### config.mk
export PLATFORM = sky130hd
export DESIGN_NAME = mem_issue_sel
export DESIGN_NICKNAME = d
export VERILOG_FILES = /design/src/rtl/mis_pkg.sv /design/src/rtl/mis_age_view.sv /design/src/rtl/mis_elig.sv /design/src/rtl/mis_pick.sv /design/src/rtl/mem_issue_sel.sv
export SDC_FILE = /design/constraint.sdc
export NUM_CORES = 1
export LEC_CHECK = 0
export ABC_CLOCK_PERIOD_IN_PS = 5400
export BUFFER_PORTS_ARGS = -buffer_cell sky130_fd_sc_hd__buf_2
export CORE_MARGIN = 5
export CORE_UTILIZATION = 40
export CTS_CLUSTER_DIAMETER = 150
export DETAILED_ROUTE_END_ITERATION = 6
export GPL_TIMING_DRIVEN = 1
export PLACE_DENSITY = 0.68
export SLEW_MARGIN = 20
export SYNTH_ARGS = -nofsm -noshare
export SYNTH_HDL_FRONTEND = slang
export SYNTH_HIERARCHICAL = 1
export SYNTH_SLANG_ARGS = --single-unit
### constraint.sdc
create_clock -name clk -period 5.4 [get_ports clk]
set_input_delay 0.27 -clock clk [delete_from_list [all_inputs] [get_ports clk]]
set_output_delay 0.27 -clock clk [all_outputs]
set_load 0.1 [all_outputs]
### src/rtl/mis_pkg.sv
package mis_pkg;
    typedef enum logic [1:0] {
        POL_INORDER  = 2'd0,
        POL_ST_FENCE = 2'd1,
        POL_STA_WAIT = 2'd2,
        POL_FREE     = 2'd3
    } policy_e;

    typedef struct packed {
        policy_e policy;
    } sel_state_t;
endpackage

### src/rtl/mis_age_view.sv
// Rotates a per-entry vector so that bit 0 is the head (oldest) entry.
module mis_age_view #(
    parameter int ENTRIES = 8,
    localparam int IDX_W = $clog2(ENTRIES)
) (
    input  logic [IDX_W-1:0]   head_i,
    input  logic [ENTRIES-1:0] vec_i,
    output logic [ENTRIES-1:0] age_o
);
    for (genvar k = 0; k < ENTRIES; k++) begin : g_rot
        logic [IDX_W-1:0] src;
        assign src      = head_i + IDX_W'(k);
        assign age_o[k] = vec_i[src];
    end
endmodule

### src/rtl/mis_elig.sv
// Applies the ordering policy to age-ordered flags.
module mis_elig
    import mis_pkg::*;
#(
    parameter int ENTRIES = 8
) (
    input  policy_e            policy_i,
    input  logic [ENTRIES-1:0] valid_i,
    input  logic [ENTRIES-1:0] store_i,
    input  logic [ENTRIES-1:0] ardy_i,
    input  logic [ENTRIES-1:0] drdy_i,
    input  logic [ENTRIES-1:0] issued_i,
    output logic [ENTRIES-1:0] elig_o
);
    logic [ENTRIES-1:0] cand;
    logic [ENTRIES-1:0] st_pend;      // unissued store present
    logic [ENTRIES-1:0] sta_pend;     // unissued store without address
    logic [ENTRIES-1:0] older_st;
    logic [ENTRIES-1:0] older_sta;

    for (genvar k = 0; k < ENTRIES; k++) begin : g_cand
        assign cand[k]     = valid_i[k] && !issued_i[k] && ardy_i[k] &&
                             (!store_i[k] || drdy_i[k]);
        assign st_pend[k]  = valid_i[k] && store_i[k] && !issued_i[k];
        assign sta_pend[k] = st_pend[k] && !ardy_i[k];
    end

    always_comb begin
        older_st  = '0;
        older_sta = '0;
        for (int k = 1; k < ENTRIES; k++) begin
            older_st[k]  = older_st[k-1]  | st_pend[k-1];
            older_sta[k] = older_sta[k-1] | sta_pend[k-1];
        end
    end

    always_comb begin
        elig_o = '0;
        for (int k = 0; k < ENTRIES; k++) begin
            unique case (policy_i)
                POL_INORDER:  elig_o[k] = (k == 0) && cand[k];
                POL_ST_FENCE: elig_o[k] = cand[k] && !older_st[k];
                POL_STA_WAIT: elig_o[k] = cand[k] &&
                                          (store_i[k] ? !older_st[k] : !older_sta[k]);
                POL_FREE:     elig_o[k] = cand[k] && (!store_i[k] || !older_st[k]);
                default:      elig_o[k] = 1'b0;
            endcase
        end
    end
endmodule

### src/rtl/mis_pick.sv
// Picks the oldest eligible entry and maps it back to its physical index.
module mis_pick #(
    parameter int ENTRIES = 8,
    localparam int IDX_W = $clog2(ENTRIES)
) (
    input  logic [IDX_W-1:0]   head_i,
    input  logic [ENTRIES-1:0] elig_i,
    output logic [ENTRIES-1:0] grant_o
);
    logic [ENTRIES-1:0] sel;
    logic               found;

    always_comb begin
        sel   = '0;
        found = 1'b0;
        for (int k = 0; k < ENTRIES; k++) begin
            if (elig_i[k] && !found) begin
                sel[k] = 1'b1;
                found  = 1'b1;
            end
        end
    end

    always_comb begin
        grant_o = '0;
        for (int k = 0; k < ENTRIES; k++) begin
            grant_o[head_i + IDX_W'(k)] = sel[k];
        end
    end
endmodule

### src/rtl/mem_issue_sel.sv
module mem_issue_sel
    import mis_pkg::*;
#(
    parameter int ENTRIES = 8,
    localparam int IDX_W = $clog2(ENTRIES)
) (
    input  logic               clk,
    input  logic               rst_n,
    input  logic [1:0]         policy_i,
    input  logic [IDX_W-1:0]   head_i,
    input  logic [ENTRIES-1:0] valid_i,
    input  logic [ENTRIES-1:0] is_store_i,
    input  logic [ENTRIES-1:0] addr_rdy_i,
    input  logic [ENTRIES-1:0] data_rdy_i,
    input  logic [ENTRIES-1:0] issued_i,
    output logic [ENTRIES-1:0] grant_o
);
    sel_state_t st_d, st_q;
    logic       busy;

    logic [ENTRIES-1:0] a_valid, a_store, a_ardy, a_drdy, a_issued, a_elig;

    assign busy = |(valid_i & issued_i);

    always_comb begin
        st_d = st_q;
        if (!busy) st_d.policy = policy_e'(policy_i);
    end

    always_ff @(posedge clk or negedge rst_n) begin
        if (!rst_n) st_q <= '{policy: POL_INORDER};
        else        st_q <= st_d;
    end

    mis_age_view #(.ENTRIES(ENTRIES)) u_av_valid (.head_i(head_i), .vec_i(valid_i),    .age_o(a_valid));
    mis_age_view #(.ENTRIES(ENTRIES)) u_av_store (.head_i(head_i), .vec_i(is_store_i), .age_o(a_store));
    mis_age_view #(.ENTRIES(ENTRIES)) u_av_ardy  (.head_i(head_i), .vec_i(addr_rdy_i), .age_o(a_ardy));
    mis_age_view #(.ENTRIES(ENTRIES)) u_av_drdy  (.head_i(head_i), .vec_i(data_rdy_i), .age_o(a_drdy));
    mis_age_view #(.ENTRIES(ENTRIES)) u_av_iss   (.head_i(head_i), .vec_i(issued_i),   .age_o(a_issued));

    mis_elig #(.ENTRIES(ENTRIES)) u_elig (
        .policy_i (st_q.policy),
        .valid_i  (a_valid),
        .store_i  (a_store),
        .ardy_i   (a_ardy),
        .drdy_i   (a_drdy),
        .issued_i (a_issued),
        .elig_o   (a_elig)
    );

    mis_pick #(.ENTRIES(ENTRIES)) u_pick (
        .head_i  (head_i),
        .elig_i  (a_elig),
        .grant_o (grant_o)
    );


    grant_onehot_chk: assert property (@(posedge clk) disable iff (!rst_n)
        $onehot0(grant_o));


    grant_cand_chk: assert property (@(posedge clk) disable iff (!rst_n)
        (grant_o & ~(valid_i & ~issued_i & addr_rdy_i)) == '0);


    store_both_rdy_chk: assert property (@(posedge clk) disable iff (!rst_n)
        (grant_o & is_store_i & ~data_rdy_i) == '0);


    inorder_head_chk: assert property (@(posedge clk) disable iff (!rst_n)
        (st_q.policy == POL_INORDER && grant_o != '0) |->
        grant_o == (ENTRIES'(1) << head_i));


    policy_hold_chk: assert property (@(posedge clk) disable iff (!rst_n)
        busy |=> st_q.policy == $past(st_q.policy));
endmodule

# --- After elaboration in Yosys (flattened, before gate mapping) ---
# Index checks and enable logic that the tools add are counted.
op_classes:
  eq_ne: 3
  n_shift: 0
  div_mod_pow: 0
  n_bitwise: 14
  magnitude_cmp: 16
  n_mul: 0
  n_reduce_logical: 143
  add_sub_neg: 7
  mux: 132
ops:
  columns: ["op", "count"]
  rows:
  - ["$bmux W1 S3", 40]
  - ["$logic_and A1 B1 Y1", 81]
  - ["$mux W1", 70]
  - ["$bwmux W8", 7]
  - ["$logic_not A1 Y1", 44]
  - ["$lt A3 B4 Y1 const B", 8]
  - ["$pmux W1 S4", 7]
  - ["$demux W1 S3", 8]
  - ["$ge A3 B1 Y1 const B", 8]
  - ["$and A8 B8 Y8", 2]
  - ["$logic_or A1 B1 Y1", 15]
  - ["$add A3 B3 Y3 const B", 4]
  - ["$or A1 B1 Y1", 12]
  - ["$reduce_or A8 Y1", 1]
  - ["$add A3 B2 Y3 const B", 2]
  - ["$eq A2 B2 Y1 const B", 2]
  - ["$reduce_or A4 Y1", 1]
  - ["$add A3 B1 Y3 const B", 1]
  - ["$eq A2 B1 Y1 const B", 1]
  - ["$logic_not A2 Y1", 1]
word_totals:
  in_bits: 47
  romBits: 0
  mem_bits_rw: 0
  memories: 0
  latch_bits: 0
  wordCells: 316
  register_bits: 2

# --- Depth between registers and ports, before layout ---
# Gate-level depths: netlist of the first run.
logic_depth:
  depth_word: 30
  mapped_depth: 17
  mapped_depth_nobuf: 14

# --- Hierarchy ---
# Netlist of the first run, hierarchy kept.
by_module_without_submodules:
  columns: ["mod", "instances", "area_per_inst_um2", "cells_per_inst", "seq_area_each_um2"]
  rows:
  - ["mis_age_view", 5, 446.7, 43, 0.0]
  - ["mis_pick", 1, 898.4, 145, 0.0]
  - ["mis_elig", 1, 495.5, 70, 0.0]
  - ["mem_issue_sel", 1, 113.9, 9, 50.0]

# --- Worst setup path before layout of the first run ---
# OpenSTA, ideal clock, no wires.
synth_timing:
  path_kind: "in2out"
  startpoint: "input port head_i[0]"
  endpoint: "output port grant_o[3]"
  arrival_time_ns: 6.344
  stages: 16
  slack_ns: -1.214
  path_cell_list: "buf_6 -> inv_1 -> ha_1 -> buf_2 -> mux2_2 -> mux2i_1 -> a221oi_1 -> and3b_2 -> nor3_1 -> nand2_1 -> a221oi_1 -> or4b_1 -> clkbuf_1 -> o211ai_1 -> nor2_1 -> o41ai_1"
synth_via:
  word_cells_on_any_way: 308
synth_rtl:
  columns: ["element", "line_no", "rtl"]
  rows:
  - ["start, declared", "mem_issue_sel.sv:10", "input logic [IDX_W-1:0] head_i,"]
  - ["$add A3 B1 Y3 (*)", "mis_age_view.sv:12", "assign src = head_i + IDX_W'(k);"]
  - ["$bmux W1 S3 (*)", "mis_age_view.sv:13", "assign age_o[k] = vec_i[src];"]
  - ["$mux W1 (not written as such) (*)", "mis_age_view.sv:13", null]
  - ["net a_issued[1]", "mem_issue_sel.sv:21", "logic [ENTRIES-1:0] a_valid, a_store, a_ardy, a_drdy, a_issued, a_elig;"]
  - ["$logic_not A1 Y1 (*)", "mis_elig.sv:24", "assign st_pend[k] = valid_i[k] && store_i[k] && !issued_i[k];"]
  - ["$logic_and A1 B1 Y1 (*)", "mis_elig.sv:24", null]
  - ["$logic_and A1 B1 Y1", "mis_elig.sv:25", "assign sta_pend[k] = st_pend[k] && !ardy_i[k];"]
  - ["$or A1 B1 Y1 (2 in a row)", "mis_elig.sv:33", "older_sta[k] = older_sta[k-1] | sta_pend[k-1];"]
  - ["[... 4 more ...]", null, null]
  - ["net a_elig[3]", "mem_issue_sel.sv:21", null]
  - ["[... 7 more ...]", null, null]
  - ["$mux W1", "mis_pick.sv:17", "if (elig_i[k] && !found) begin"]
  - ["$logic_not A1 Y1", "mis_pick.sv:17", null]
  - ["$logic_and A1 B1 Y1", "mis_pick.sv:17", null]
  - ["$mux W1", "mis_pick.sv:17", null]
  - ["$logic_not A1 Y1", "mis_pick.sv:17", null]
  - ["$logic_and A1 B1 Y1", "mis_pick.sv:17", null]
  - ["$mux W1", "mis_pick.sv:17", null]
  - ["$bwmux W8 (*)", "mis_pick.sv:27", "grant_o[head_i + IDX_W'(k)] = sel[k];"]
  - ["end, declared", "mem_issue_sel.sv:16", "output logic [ENTRIES-1:0] grant_o"]
# Mark *: on every way through the listed nets, which the timed path passes. The rest lies on a longest branch. The select of a mux whose other input is x is not followed.

# --- Worst setup path after layout of the first run ---
layout_timing:
  startpoint: "input port head_i[1]"
  endpoint: "output port grant_o[5]"
layout_via:
  word_cells_on_any_way: 308
layout_rtl:
  columns: ["element", "line_no", "rtl"]
  rows:
  - ["$add A3 B1 Y3 (*)", "mis_age_view.sv:12", null]
  - ["$bmux W1 S3 (*)", "mis_age_view.sv:13", null]
  - ["$mux W1 (not written as such) (*)", "mis_age_view.sv:13", null]
  - ["net a_valid[1]", "mem_issue_sel.sv:21", null]
  - ["$logic_and A1 B1 Y1 (*) (2 in a row)", "mis_elig.sv:24", null]
  - ["$logic_and A1 B1 Y1", "mis_elig.sv:25", null]
  - ["$or A1 B1 Y1", "mis_elig.sv:33", null]
  - ["$logic_not A1 Y1", "mis_elig.sv:44", "(store_i[k] ? !older_st[k] : !older_sta[k]);"]
  - ["[... 3 more ...]", null, null]
  - ["net a_elig[2]", "mem_issue_sel.sv:21", null]
  - ["[... 10 more ...]", null, null]
  - ["$mux W1", "mis_pick.sv:17", null]
  - ["$logic_not A1 Y1", "mis_pick.sv:17", null]
  - ["$logic_and A1 B1 Y1", "mis_pick.sv:17", null]
  - ["$mux W1", "mis_pick.sv:17", null]
  - ["$logic_not A1 Y1", "mis_pick.sv:17", null]
  - ["$logic_and A1 B1 Y1", "mis_pick.sv:17", null]
  - ["$mux W1", "mis_pick.sv:17", null]
  - ["$bwmux W8 (*)", "mis_pick.sv:27", null]
# Marked as above.

==> results.yml, run 1 <==
finish:
  design_area_sq_mm: 0.00416
  fill_cells: 923
  final_nets: 530
  antenna_cells: 0
  area_growth_pct: 11.1
  layout-drive-gt1-share_pct: 27.7
  reg.largest.list: "st_q (2)"
  final_core_util_pct: 45.2
  fin_cells: 580
  regMostFlops: "st_q"
  largest_reg_flops: 2
synthesis:
  synth_area_leaders: "mux2_2 (15%), mux4_1 (14%), mux2i_1 (5.4%)"
  yosysSeqAreaShare_pct: 1.34
  netlist_area_sq_mm: 0.00374
  syn_inst: 439
  yosysTopAreaCell: "mux2_2"
  synth_warnings: 6
  synth_ff_type: "dfrtp_1"
  synth_common_cells: "mux2_2 (51), nor3_1 (26), a221oi_1 (21)"
  synthArstFlopShare_pct: 100
  synth.most_common_cell: "mux2_2"
  synthesis.nets: 498
  synth_top_area_share_pct: 15.4
  synth-edff-count: 0
  ys_ff_latch: 2
  synth.distinct_cells: 66
  syn_area_per_cell_sq_um: 8.52
detailed_routing:
  drc_errors: 0
  drt_iter0_drc: 302
  ant_nets: 0
  route.vias.total: 3931
  first_pass_iters: 5
  wire_per_inst_um: 18.9
  avgViaCountPerCell: 6.78
  routed_wl_um: 11000
floorplan:
  ios: 55
  dieArea_sq_mm: 0.0114
  die_h_um: 107
  core_area_sq_mm: 0.00920
  die_width_um: 107
  fp-row-count: 35
  start_util_pct: 40.7
run_status:
  status: "finished, final reports clean"
cts:
  insertion_delay_ns: 0.21
  cts_tree: "yes"
  h-tree-depth: 1
  cts_buffer_depth: 2
  cts_root_buf: "clkbuf_8"
  numCtsBuffers: 3
  clkSinkCount: 2
  post_cts_resized: 0
  path_clk_slew_ns: 0.03
timing:
  setup_viol: 0
  fin_ws_ns: 0.398
  timing.slew.headroom_pct: 45.7
  hold-worst-slack_ns: 0.278
  min_period_over_period_pct: 92.6
  tightestPinTransition_ns: 0.808
  max_freq_mhz: 200
  finalMaxSlewViolations: 0
  grt_setup_unrepaired: "false"
  finalClockSkew_ns: 0
  hold_viol: 0
  fin_setup_tns_ns: 0
  min_period_ns: 5.00
global_route:
  grt_max_degree: 50
  grt_pass1_vias: 3756
  grt_use_total_pct: 18.2
  grt_overflow_total: 0
  antenna_found_initial: 0
  grt_pass1_wl_um: 17700
placed_design:
  place_area_sq_mm: 0.00411
  place_ws_ns: 0.480
  dpl.hpwl_um: 8420
  place_inst: 576
  io_buffer_count: 54
  gp_congestion: 0.958
critical_path:
  arrival_ns: 4.73
  slowest_delay_ns: 0.54
  r2r_cells: 1
  endpoint_kind: "output pin"
  reg2reg_to: "st_q[1]"
  r2r_start: "st_q[1]"
  crit_start: "head_i[1]"
  ff2ff_setup_slack_ns: 4.42
  path_cells: "buf_2 > buf_4 > ha_1 > xnor2_1 > mux2i_1 > a221oi_1 > and4bb_1 > nor2_1 > nor3_1 > nor4_1 > or3b_1 > o21ai_0 > a32oi_1 > mux2_2 > a311oi_2 > buf_12"
  startpoint_type: "input pin"
  critical_path_class: "input pin to output pin"
  critPathCapture: "grant_o[5]"
  crit_fanout: 34
  cp_slowest_cell: "or3b_1"
  cp.required_ns: 5.13
power_and_ir_drop:
  leakage_nw: 1.63
  power_uw: 644
  ir_drop_uv: 64.7
  power_density_mw_per_mm2: 155
min_path:
  hp-class: "input pin to register"
flow_run:
  timing.max_cap.violations: 0
## critical path, delay by kind of cell
family | cells | cell delay [ns]
AND/OR/NAND/NOR | 5 | 1.56
multiplexers | 2 | 0.56
AO/OA/AOI/OAI | 4 | 0.75
buffers and inverters | 3 | 1.10
XOR/XNOR | 1 | 0.20
adder cells (fa/ha/maj) | 1 | 0.28
## power by group
group / leakage (nW) / internal (mW) / switching [mW]
logic: 1.59 / 0.231 / 0.323
clock network: 0.0216 / 0.0470 / 0.00992
registers: 0.0238 / 0.0194 / 0.0139
total: 1.63 / 0.297 / 0.347
## cells by family after synthesis
family / after synthesis / share of synthesized area (%)
simple gates: 137 / 21.9
compound gates: 116 / 23.2
mux: 93 / 35.4
buf+inv: 55 / 8.09
xor+xnor: 24 / 6.02
fa+ha+maj: 12 / 4.01
flops: 2 / 1.34
## what timing repair did
item / CTS / global route
hold buffers: 1 / 0
buffers inserted: 0 / 0
endpoints found under the hold margin: 2 / 0
## final cells by class
cell class | instances | area (sq um) | share of cell area, %
Inverter | 19 | 71.3 | 1.72
Clock buffer | 3 | 41.3 | 0.993
Sequential cell | 2 | 50.0 | 1.20
Multi-Input combinational cell | 382 | 3410 | 82.0
Timing Repair Buffer | 63 | 445 | 10.7
Tap cell | 111 | 139 | 3.34
## cell usage in the layout (no fill, tap or decap), types with 5 or more instances in the layout
cell | synthesis | final
buf_4 | 10 | 8
buf_12 | 0 | 7
a32oi_1 | 5 | 5
nor2_1 | 17 | 17
xor2_1 | 16 | 16
mux4_1 | 20 | 20
a221oi_1 | 21 | 21
a211oi_1 | 13 | 13
and4bb_1 | 5 | 5
mux2_2 | 51 | 51
mux2i_1 | 20 | 20
nand2b_1 | 10 | 10
inv_1 | 19 | 19
a22oi_1 | 5 | 5
ha_1 | 12 | 12
o21ai_0 | 10 | 7
xnor2_1 | 6 | 6
buf_2 | 9 | 47
nand3b_1 | 9 | 9
a2111oi_0 | 6 | 6
nor3_1 | 26 | 26
nor2b_1 | 20 | 20
o22ai_1 | 7 | 7
a21oi_1 | 19 | 19
nand3_1 | 8 | 8
nand2_1 | 19 | 19
## how the worst min path moves through the flow
stage                 from  slack [ns]  cells past startpoint      end
2_1_floorplan        rst_n       -0.03                      0  st_q[0]
3_3_place_gp         rst_n        0.05                      1  st_q[0]
3_5_place_dp         rst_n        0.06                      1  st_q[0]
4_1_cts        policy_i[0]        0.28                      2  st_q[0]
5_1_grt        policy_i[0]        0.29                      2  st_q[0]
6_report       policy_i[0]        0.28                      2  st_q[0]
## per-layer routing
metal  part of all wire [%]  track usage [%]  vias to the layer above
met5                      0                0                        -
met4                    1.7             4.93                        0
met3                    7.6             1.93                       15
met2                     47             30.9                      207
met1                     44             24.6                     1870
li1                       -                -                     1839
No activity file was read; power rests on OpenSTA's default activity.
==> inputs of run 2 (changes only) <==
--- a/config.mk
+++ b/config.mk
@@ -19,2 +19,3 @@
 export SYNTH_HIERARCHICAL = 1
 export SYNTH_SLANG_ARGS = --single-unit
+export TNS_END_PERCENT = 50
==> constraint.sdc (replaced) <==
create_clock -name clk -period 5.4 [get_ports clk]
set_input_delay 0.54 -clock clk [delete_from_list [all_inputs] [get_ports clk]]
set_output_delay 0.54 -clock clk [all_outputs]
set_load 0.02 [all_outputs]
==> run 2 against run 1 <==
  * Largest power group unchanged
  * Sequential share of layout area about the same
  * Clock-buffer cell count unchanged
  * Final area down 0.57%
  * First-iteration DRC count down 19%
  * Sequential power about the same
  * Global-route usage up 1.4 points
  * Final cell count up 1.6%
  * Non-clock buffer count up 9
  * Combinational power down 9.6%
==> results.yml, run 2 (synthesis gave the netlist of run 1 again) <==
run_status:
  status: "finished, final reports clean"
timing:
  timing.slew.headroom_pct: 43.9
  min_period_ns: 5.16
  finalClockSkew_ns: 0
  grt_setup_unrepaired: "false"
  setup_viol: 0
  fin_ws_ns: 0.238
  max_freq_mhz: 194
  tightestPinTransition_ns: 0.836
  min_period_over_period_pct: 95.6
  finalMaxSlewViolations: 0
  fin_setup_tns_ns: 0
  hold_viol: 0
critical_path:
  reg2reg_to: "st_q[1]"
  cp.required_ns: 4.86
  endpoint_kind: "output pin"
  path_cells: "buf_2 > inv_1 > ha_2 > mux4_1 > mux2_2 > and4bb_1 > nor3_2 > nor4bb_1 > o311a_1 > nor2b_1 > nand2b_2 > nor3_1 > a31oi_1 > a311oi_1 > buf_2"
  critPathCapture: "grant_o[5]"
  r2r_start: "st_q[1]"
  arrival_ns: 4.62
  critPathTopFamily: "simple AND/OR/NAND/NOR gates"
  cp_slowest_cell: "mux4_1"
  slowest_delay_ns: 0.59
  critical_path_class: "input pin to output pin"
  r2r_cells: 1
  startpoint_type: "input pin"
  ff2ff_setup_slack_ns: 4.42
  crit_fanout: 11
  cp.depth: 15
  crit_buf_inv: 3
  critPathMostFrequentCell: "buf_2"
  crit_start: "head_i[0]"
finish:
  regMostFlops: "st_q"
  layout_common_cells: "buf_2 (54), mux2_2 (51), nor3_1 (26)"
  final_nets: 539
  final_common_cell: "buf_2"
  reg.largest.list: "st_q (2)"
  regArea_sq_um: 50.0
  layout-drive-gt1-share_pct: 30.3
  antenna_cells: 0
  area_growth_pct: 10.5
  multiInputGateArea_sq_mm: 0.00343
  largest_reg_flops: 2
  design_area_sq_mm: 0.00413
  fill_cells: 920
global_route:
  grt_overflow_total: 0
  grt_use_total_pct: 19.7
  grt_pass1_vias: 3764
  antenna_found_initial: 0
  grt_pass1_wl_um: 18600
  grt_max_degree: 33
floorplan:
  die_h_um: 107
  fp-row-count: 35
  core_area_sq_mm: 0.00920
  die_width_um: 107
  start_util_pct: 40.7
  dieArea_sq_mm: 0.0114
  ios: 55
power_and_ir_drop:
  leakage_nw: 1.65
  swShare_pct: 51.6
  power_density_mw_per_mm2: 144
  p_seq_share_pct: 5.6
  ir_drop_uv: 56.0
  p_clk_share_pct: 10.0
  comb_power_share_pct: 84.4
  power.internal_uw: 288
  switchingPower_uw: 306
cts:
  cts_buffer_depth: 2
  numCtsBuffers: 3
  cts_hold_buffers: 0
  h-tree-depth: 1
  cts_root_buf: "clkbuf_8"
  clkSinkCount: 2
  cts_tree: "yes"
  insertion_delay_ns: 0.21
  path_clk_slew_ns: 0.03
detailed_routing:
  ant_nets: 0
  wire_per_inst_um: 19.8
  drt_iter0_drc: 245
  route.vias.total: 3937
  first_pass_iters: 5
  drc_errors: 0
  routed_wl_um: 11700
  avgViaCountPerCell: 6.68
placed_design:
  place_ws_ns: 0.186
  io_buffer_count: 54
  dpl.hpwl_um: 9020
  place_area_sq_mm: 0.00405
  gp_congestion: 0.960
flow_run:
  timing.max_cap.violations: 0
min_path:
  hp-class: "input pin to asynchronous set/reset pin"
## run 2: cell count changes in the layout (fill, tap and decap cells not counted), moves of 3 or more
cell,change
buf_4,+10
buf_2,+7
o21ai_0,+3
buf_12,-7
o21ai_1,-3
## run 2: metrics by stage
| stage | total power, mW | util [%] | instances | hold WS, ns |
|---|---|---|---|---|
| after floorplan | 0.387 | - | 439 | 0.244 |
| after global placement | 0.507 | 44.0 | 585 | 0.326 |
| after detailed placement | 0.514 | 44.0 | 585 | 0.327 |
| after CTS | 0.578 | 44.4 | 588 | 0.102 |
| after global routing | 0.638 | 44.9 | 589 | 0.110 |
| final | 0.594 | 44.9 | 589 | 0.108 |
## run 2: layout make-up
type                    instances  share of cell area, %
well taps                     111                   3.36
repair buffers                 72                   9.81
flip-flops and latches          2                   1.21
clock buffers                   3                  0.999
inverters                      19                   1.73
multi-input cells             382                   82.9
## run 2: worst min-delay path by stage
stage / to / slack [ns] / cells after the start
2_1_floorplan: st_q[0] / 0.24 / 0
3_3_place_gp: st_q[0] / 0.33 / 1
3_5_place_dp: st_q[0] / 0.33 / 1
4_1_cts: st_q[0] / 0.10 / 1
5_1_grt: st_q[0] / 0.11 / 1
6_report: st_q[1] / 0.11 / 1
## run 2: metal layers
layer | global-route usage (%) | up-vias | part of all wire [%]
met2 | 33.5 | 183 | 48
met5 | 0 | - | 0
met1 | 26.2 | 1896 | 44
met3 | 2.77 | 12 | 6.5
met4 | 5.02 | 0 | 1.1
li1 | - | 1846 | -
## run 2: power by group through the flow
| stage | Sequential, mW | Combinational, mW | Clock (mW) |
|---|---|---|---|
| 3_5_place_dp | 0.0331 | 0.481 | 0 |
| 3_3_place_gp | 0.0331 | 0.474 | 0 |
| 4_1_cts | 0.0331 | 0.483 | 0.0618 |
| 6_report | 0.0332 | 0.501 | 0.0595 |
| 2_1_floorplan | 0.0242 | 0.363 | 0 |
| 5_1_grt | 0.0344 | 0.542 | 0.0616 |
## run 2: what timing repair did
item / 4_1_cts / 5_1_grt
setup endpoints to repair: 0 / 5
resized for setup: 0 / 8
setup buffers: 0 / 1
